File: src/rtl/xfer_fifo_pkg.sv
// Shared constants and the direction type for the DMA byte buffer.
package xfer_fifo_pkg;
    localparam int FIFO_DEPTH = 16;
    localparam int BYTE_W     = 8;

    typedef enum logic {
        DIR_TO_DRIVE = 1'b0,
        DIR_TO_HOST  = 1'b1
    } xfer_dir_e;
endpackage

File: src/rtl/xfer_fifo_store.sv
// Circular byte store with a run-time capacity limit.
// Assumes DEPTH is a power of two. cap is never above DEPTH.
// A push is refused when count >= cap. A pop is refused when empty.
// flush wins over push and pop.
module xfer_fifo_store #(
    parameter int DEPTH = 16,
    parameter int DW    = 8,
    localparam int AW   = $clog2(DEPTH),
    localparam int CW   = $clog2(DEPTH + 1)
) (
    input  logic          clk,
    input  logic          rst_n,
    input  logic          flush,
    input  logic          push,
    input  logic          pop,
    input  logic [DW-1:0] wdata,
    input  logic [CW-1:0] cap,
    output logic [DW-1:0] head,
    output logic [CW-1:0] count_next,
    output logic          empty,
    output logic          full
);
    logic [DW-1:0] mem [DEPTH];
    logic [AW-1:0] wr_ptr, rd_ptr;
    logic [CW-1:0] count;
    logic          push_ok, pop_ok;

    assign empty   = (count == '0);
    assign full    = (count >= cap);
    assign push_ok = push & ~full & ~flush;
    assign pop_ok  = pop & ~empty & ~flush;
    assign head    = mem[rd_ptr];

    // Next occupancy, shared with the request logic.
    always_comb begin
        count_next = count;
        if (flush)
            count_next = '0;
        else if (push_ok && !pop_ok)
            count_next = count + CW'(1);
        else if (pop_ok && !push_ok)
            count_next = count - CW'(1);
    end

    // Pointers and occupancy register.
    always_ff @(posedge clk) begin
        if (!rst_n || flush) begin
            wr_ptr <= '0;
            rd_ptr <= '0;
            count  <= '0;
        end else begin
            if (push_ok) wr_ptr <= wr_ptr + AW'(1);
            if (pop_ok)  rd_ptr <= rd_ptr + AW'(1);
            count <= count_next;
        end
    end

    // Byte storage, written on accepted pushes.
    always_ff @(posedge clk) begin
        if (push_ok) mem[wr_ptr] <= wdata;
    end

    // a refused push leaves the occupancy alone.
    assert_full_hold_R12: assert property (@(posedge clk) disable iff (!rst_n)
        (push && full && !pop && !flush) |=> (count == $past(count)));

    // occupancy never exceeds the physical depth.
    assert_no_overflow_R13: assert property (@(posedge clk) disable iff (!rst_n)
        count <= CW'(DEPTH));
endmodule

File: src/rtl/xfer_req_ctrl.sv
// DMA request sequencer.
// Holds the command state: active, direction, service window, sector mark.
// It derives the registered request from the next occupancy of the store.
// Assumes rd_thr >= 1 and that cap, rd_thr and wr_thr stay stable during a command.
module xfer_req_ctrl
    import xfer_fifo_pkg::*;
#(
    parameter int CW = 5
) (
    input  logic          clk,
    input  logic          rst_n,
    input  logic          start,
    input  xfer_dir_e     start_dir,
    input  logic          dma_ack,
    input  logic          dma_tc,
    input  logic          burst,
    input  logic          sec_mark,
    input  logic [CW-1:0] cnt_next,
    input  logic [CW-1:0] cap,
    input  logic [CW-1:0] rd_thr,
    input  logic [CW-1:0] wr_thr,
    output logic          req,
    output xfer_dir_e     dir
);
    logic      active_q, active_n;
    logic      svc_q, svc_n;
    logic      pend_q, pend_n;
    logic      req_q, req_n;
    xfer_dir_e dir_q, dir_n;
    logic      ack_hit, tc_hit;

    assign ack_hit = dma_ack & req_q;
    assign tc_hit  = ack_hit & dma_tc;
    assign req     = req_q;
    assign dir     = dir_q;

    // Next-state rules for the service window and the request.
    always_comb begin
        active_n = active_q;
        dir_n    = dir_q;
        svc_n    = svc_q;
        pend_n   = pend_q;
        if (start) begin
            active_n = 1'b1;
            dir_n    = start_dir;
            svc_n    = (start_dir == DIR_TO_DRIVE);
            pend_n   = 1'b0;
        end else if (!active_q || tc_hit) begin
            active_n = 1'b0;
            svc_n    = 1'b0;
            pend_n   = 1'b0;
        end else if (dir_q == DIR_TO_HOST) begin
            if (sec_mark) pend_n = 1'b1;
            if (cnt_next == '0) begin
                svc_n  = 1'b0;
                pend_n = 1'b0;
            end else if (cnt_next >= rd_thr || pend_n) begin
                svc_n = 1'b1;
            end
        end else begin
            if (cnt_next >= cap)
                svc_n = 1'b0;
            else if (cnt_next <= wr_thr)
                svc_n = 1'b1;
        end
        req_n = svc_n & ~(~burst & ack_hit);
    end

    // State registers.
    always_ff @(posedge clk) begin
        if (!rst_n) begin
            active_q <= 1'b0;
            dir_q    <= DIR_TO_DRIVE;
            svc_q    <= 1'b0;
            pend_q   <= 1'b0;
            req_q    <= 1'b0;
        end else begin
            active_q <= active_n;
            dir_q    <= dir_n;
            svc_q    <= svc_n;
            pend_q   <= pend_n;
            req_q    <= req_n;
        end
    end

    // terminal count silences the request.
    assert_tc_silence_R8: assert property (@(posedge clk) disable iff (!rst_n)
        (tc_hit && !start) |=> !req_q);

    // no request outside an active command.
    assert_idle_quiet_R8: assert property (@(posedge clk) disable iff (!rst_n)
        !active_q |-> !req_q);

    // a single-mode acknowledge opens a one-cycle gap.
    assert_single_gap_R9: assert property (@(posedge clk) disable iff (!rst_n)
        (ack_hit && !burst && !start) |=> !req_q);

    // burst read holds the request while bytes remain.
    assert_burst_hold_R10: assert property (@(posedge clk) disable iff (!rst_n)
        (ack_hit && burst && !dma_tc && !start && dir_q == DIR_TO_HOST
         && cnt_next != '0) |=> req_q);

    // a drained read buffer drops the request.
    assert_drain_release_R5: assert property (@(posedge clk) disable iff (!rst_n)
        (!start && dir_q == DIR_TO_HOST && cnt_next == '0) |=> !req_q);
endmodule

File: src/rtl/xfer_fifo_dma.sv
// Threshold-paced DMA byte buffer, top level.
// Holds the configuration and routes pushes and pops by direction.
// Derives capacity and trigger levels, and keeps the sticky drive error flag.
// Assumes the configuration is not reloaded while a command is active.
module xfer_fifo_dma
    import xfer_fifo_pkg::*;
#(
    parameter int DEPTH = FIFO_DEPTH,
    parameter int DW    = BYTE_W,
    localparam int TW   = $clog2(DEPTH),
    localparam int CW   = $clog2(DEPTH + 1)
) (
    input  logic          clk,
    input  logic          rst_n,
    input  logic          cfg_wr,
    input  logic          cfg_fifo_en,
    input  logic [TW-1:0] cfg_thr,
    input  logic          cfg_burst,
    input  logic          cmd_start,
    input  logic          cmd_dir,
    input  logic          drv_push,
    input  logic          drv_last,
    input  logic [DW-1:0] drv_wdata,
    input  logic          drv_pop,
    output logic          drv_stall,
    input  logic          dma_ack,
    input  logic          dma_tc,
    input  logic [DW-1:0] dma_wdata,
    output logic          dma_req,
    output logic [DW-1:0] head_data,
    output logic          fifo_empty,
    output logic          fifo_full,
    output logic          xfer_err
);
    logic          en_q, burst_q, err_q;
    logic [TW-1:0] thr_q;
    logic [CW-1:0] thr_ext, cap, rd_thr, wr_thr, cnt_next;
    logic          dma_go, push, pop, to_host, sec_mark;
    logic [DW-1:0] wdata;
    xfer_dir_e     dir;

    // Configuration register, reset to buffer disabled.
    always_ff @(posedge clk) begin
        if (!rst_n) begin
            en_q    <= 1'b0;
            thr_q   <= '0;
            burst_q <= 1'b0;
        end else if (cfg_wr) begin
            en_q    <= cfg_fifo_en;
            thr_q   <= cfg_thr;
            burst_q <= cfg_burst;
        end
    end

    // Capacity and trigger levels from the configuration.
    always_comb begin
        thr_ext = CW'(thr_q);
        cap     = en_q ? CW'(DEPTH) : CW'(1);
        wr_thr  = en_q ? thr_ext + CW'(1) : '0;
        if (!en_q || thr_ext == CW'(DEPTH - 1))
            rd_thr = CW'(1);
        else
            rd_thr = CW'(DEPTH - 1) - thr_ext;
    end

    // Direction-based routing of the two sides onto the store.
    assign to_host  = (dir == DIR_TO_HOST);
    assign dma_go   = dma_ack & dma_req;
    assign push     = to_host ? drv_push : dma_go;
    assign pop      = to_host ? dma_go : drv_pop;
    assign wdata    = to_host ? drv_wdata : dma_wdata;
    assign sec_mark = to_host & drv_push & drv_last & ~fifo_full;
    assign drv_stall = to_host ? fifo_full : fifo_empty;
    assign xfer_err  = err_q;

    // Sticky overrun/underrun flag for the drive side.
    always_ff @(posedge clk) begin
        if (!rst_n || cmd_start)
            err_q <= 1'b0;
        else if (to_host ? (drv_push & fifo_full) : (drv_pop & fifo_empty))
            err_q <= 1'b1;
    end

    xfer_fifo_store #(.DEPTH(DEPTH), .DW(DW)) u_store (
        .clk(clk), .rst_n(rst_n), .flush(cmd_start), .push(push), .pop(pop),
        .wdata(wdata), .cap(cap), .head(head_data), .count_next(cnt_next),
        .empty(fifo_empty), .full(fifo_full)
    );

    xfer_req_ctrl #(.CW(CW)) u_req (
        .clk(clk), .rst_n(rst_n), .start(cmd_start),
        .start_dir(xfer_dir_e'(cmd_dir)), .dma_ack(dma_ack), .dma_tc(dma_tc),
        .burst(burst_q), .sec_mark(sec_mark), .cnt_next(cnt_next), .cap(cap),
        .rd_thr(rd_thr), .wr_thr(wr_thr), .req(dma_req), .dir(dir)
    );

    // the error flag only rises after a drive access.
    assert_err_cause_R12: assert property (@(posedge clk) disable iff (!rst_n)
        $rose(err_q) |-> $past(drv_push || drv_pop));

    // a disabled buffer is full at one byte.
    assert_single_depth_R11: assert property (@(posedge clk) disable iff (!rst_n)
        (!en_q && !fifo_empty) |-> fifo_full);
endmodule

File: config.mk
export PLATFORM = sky130hd
export DESIGN_NAME = xfer_fifo_dma
export DESIGN_NICKNAME = d
export VERILOG_FILES = /design/src/rtl/xfer_fifo_pkg.sv /design/src/rtl/xfer_fifo_store.sv /design/src/rtl/xfer_req_ctrl.sv /design/src/rtl/xfer_fifo_dma.sv
export SDC_FILE = /design/constraint.sdc
export NUM_CORES = 1
export LEC_CHECK = 0
export BUFFER_PORTS_ARGS = -buffer_cell sky130_fd_sc_hd__buf_2
export CORE_MARGIN = 2
export CORE_UTILIZATION = 28
export CTS_CLUSTER_DIAMETER = 100
export DETAILED_ROUTE_END_ITERATION = 10
export SYNTH_ARGS = -nofsm -noshare
export SYNTH_HDL_FRONTEND = slang
export SYNTH_HIERARCHICAL = 1
export SYNTH_SLANG_ARGS = --single-unit
File: constraint.sdc
create_clock -name clk -period 3.4 [get_ports clk]
set_clock_uncertainty 0.05 [all_clocks]
set_input_delay 0.34 -clock clk [delete_from_list [all_inputs] [get_ports clk]]
set_output_delay 0.34 -clock clk [all_outputs]
set_load 0.01 [all_outputs]
==> run_results.csv <==
group,metric,value,unit
synth,synth_top_area_frac,0.5346,
critical_path,end_kind,"register",
critical_path,worstSetupPathType,"reg2reg",
die,dieHeight,164.2,microns
route,wl_per_cell,17.30,microns
power,ir_drop,0.0002892,V
clocking,post_cts_buffers,0,
die,dieArea,26970,sq um
critical_path,path_max_fanout,5,
power,power.density,503.6,nW/um^2
global_routing,gr-total-overflow,0,
sta,setup_tns,0,ps
route,vias,4015,
global_routing,grt_usage,0.1167,
critical_path,r2r_slack,180,ps
finish,finalCoreUtilization,0.3382,
route,drt_iter0_markers,249,
sta,setup_violations,0,
synth,synth-edff-count,128,
hold_path,hold_path.class,"in2reg",
synth,async_flop_share,0,
synth,synth_flop_cell,"edfxtp_1",
die,die_x,164.2,microns
sta,holdWs,135.0,ps
sta,max_freq,310.8,MHz
power,p_leak,3.009,nW
die,num_rows,58,
critical_path,worstPathRequired,3650,ps
sta,fin_crit,3218,ps
placement,dp_slack,128.1,ps
clocking,cts_tree,"yes",
route,first_pass_iters,4,
sta,hold_viol,0,
critical_path,timing.rr.start,"u_store/count[0]",
clocking,clk_latency,420,ps
die,core_area,25180,sq um
run,maxCapViolations,0,
sta,slew_violations,0,
hold_path,min_path_cells,3,
sta,final.setup.worst_slack,182.0,ps
finish,nets,592,
critical_path,cp.arrival,3470,ps
placement,place_congestion,0.7839,
finish,n_fill_cell,2402,
synth,yosys.area.top_type,"edfxtp_1",
synth,yosysWarnings,6,
critical_path,startpoint_type,"register",
finish,layout-drive-gt1-share,0.2996,
clocking,hold_buffers,0,
route,wl,15120,microns
synth,synth-seq-cells,157,
clocking,cts_max_path_buffers,2,
critical_path,r2r_cells,14,
sta,maxSlewHeadroom,0.5780,
clocking,cts-buffers-inserted,17,
placement,dpl.hpwl,10360,microns
route,vias_per_cell,4.594,
hold_path,hold_start,"cfg_thr[0]",
global_routing,grt_pass1_wl,23380,microns
critical_path,r2r-end,"u_req/svc_q",
synth,synth.area.top_cells,"edfxtp_1, mux4_2, dfxtp_1, ha_1, nor2b_1",
global_routing,grt_max_degree,33,
clocking,clk_pin_slew,70,ps
finish,antennaDiodeCount,0,
placement,port_buffers,44,
synth,syn_area,7189,sq um
clocking,ctsHtreeMaxLevel,4,
route,final_antenna_net_count,0,
clocking,cts_root_buffer,"clkbuf_16",
die,start_util,0.2855,
finish,final_common_cell,"edfxtp_1",
clocking,clock_sinks,157,
finish,final_cell_mix,"edfxtp_1, buf_2, mux4_2, ha_1, dfxtp_1",
synth,syn_area_per_cell,15.70,sq um
synth,ys_seq_area_frac,0.6154,
finish,syn2layout_area_growth,18.47,%
synth,synthCells,458,
die,ioPinCount,45,
hold_path,min_delay_worst_endpoint,"thr_q[0]",
sta,post-route-period-util,0.9465,
route,drc,0,
power,power,0.004290,W
synth,synthDistinctLibCells,52,
global_routing,grt_pass1_vias,4210,
outcome,status,"finished clean",
sta,tightest_slew,632.1,ps
global_routing,antenna_found_initial,0,
synth_stat cells (2+ instances only):
cell       number
a211oi_2        2
a21o_1          2
a21oi_1        11
a31oi_1         3
and2_1          5
and3_1         16
buf_1           2
buf_2           6
buf_6           2
clkbuf_1        6
dfxtp_1        29
edfxtp_1      128
ha_1           29
inv_1          27
mux2_2          8
mux2_4          6
mux2i_1        13
mux4_2         40
nand2_1        20
nand2b_1        6
nand3_1         6
nand3b_1        2
nand4_1         2
nor2_1         23
nor2b_1        21
nor3_1          3
o2111ai_1       2
o21a_1          2
o21ai_0         7
xnor2_1         5
xor2_1          3
cells by family (layout without fill, tap and decap cells):
logic type,Yosys count,count (layout),share of synthesized area
compound gates,36,36,0.03428
xor+xnor,9,9,0.01358
fa+ha+maj,29,29,0.05047
buf+inv,44,124,0.02837
flops,157,157,0.6154
mux,67,67,0.1685
other cells,1,7,0.0005216
simple gates,115,115,0.08893
worst max-delay path, cell delays in order, from the launching register on:
cell and delay, ps:
dfxtp_1 380, inv_1 70, ha_1 270, nor2b_1 170, o21ai_0 170, a21oi_2 220
buf_4 190, mux2_4 330, mux2_4 330, ha_1 290, a21o_1 150, a31oi_1 150
o21ai_1 100, a22oi_2 180, nor2b_1 60
worst max-delay path by stage:
stage / slack [ps] / cells past startpoint / to / start
after global routing: -7 / 14 / u_req/req / en_q
after CTS: 110 / 14 / u_req/req / en_q
after global placement: 240 / 15 / u_req/svc_q / dma_ack
after floorplan: 150 / 13 / u_req/svc_q / en_q
final: 180 / 14 / u_req/svc_q / u_store/count[0]
after detailed placement: 130 / 14 / u_req/req / u_store/count[0]
power breakdown:
part / internal, W / leakage, nW / switching [W]
combinational: 0.000111 / 1.33 / 0.000142
sequential: 0.00210 / 1.39 / 0.0000118
clock: 0.00111 / 0.295 / 0.000814
total: 0.00332 / 3.01 / 0.000968
cell type report:
cell class              instances  area (sq um)  share of cell area
multi-input cells             263          2587              0.3038
inverters                      27         101.3             0.01190
clock inverters                15         173.9             0.02042
flip-flops and latches        157          4425              0.5196
clock buffers                  17         425.4             0.04995
repair buffers                 65         390.4             0.04584
well taps                     330         412.9             0.04848
state kept, by name, summed over array words and instances, names as in the netlist, 4 cells and up, named ones only:
signal          count
thr_q               4
u_store/rd_ptr      4
u_store/count       5
u_store/mem       128
u_store/wr_ptr      4
metrics by stage:
step,cells,cell area [sq um]
3_5_place_dp,842,7914
4_1_cts,874,8513
6_report,874,8517
3_3_place_gp,842,7914
2_1_floorplan,464,7212
5_1_grt,874,8517
repair_timing:
item	4_1_cts	5_1_grt
endpoints found under the setup margin	0	2
gates resized for setup	0	2
hold endpoints to repair	0	0
routing by layer:
metal | wire (microns) | global-route usage | up-vias
met4 | 122 | 0.03509 | 0
met2 | 7749 | 0.2006 | 86
met3 | 626 | 0.02399 | 12
met5 | 0 | 0 | -
met1 | 6623 | 0.1479 | 2027
li1 | - | - | 1890
Note: power is estimated with default switching activity, not from simulation.
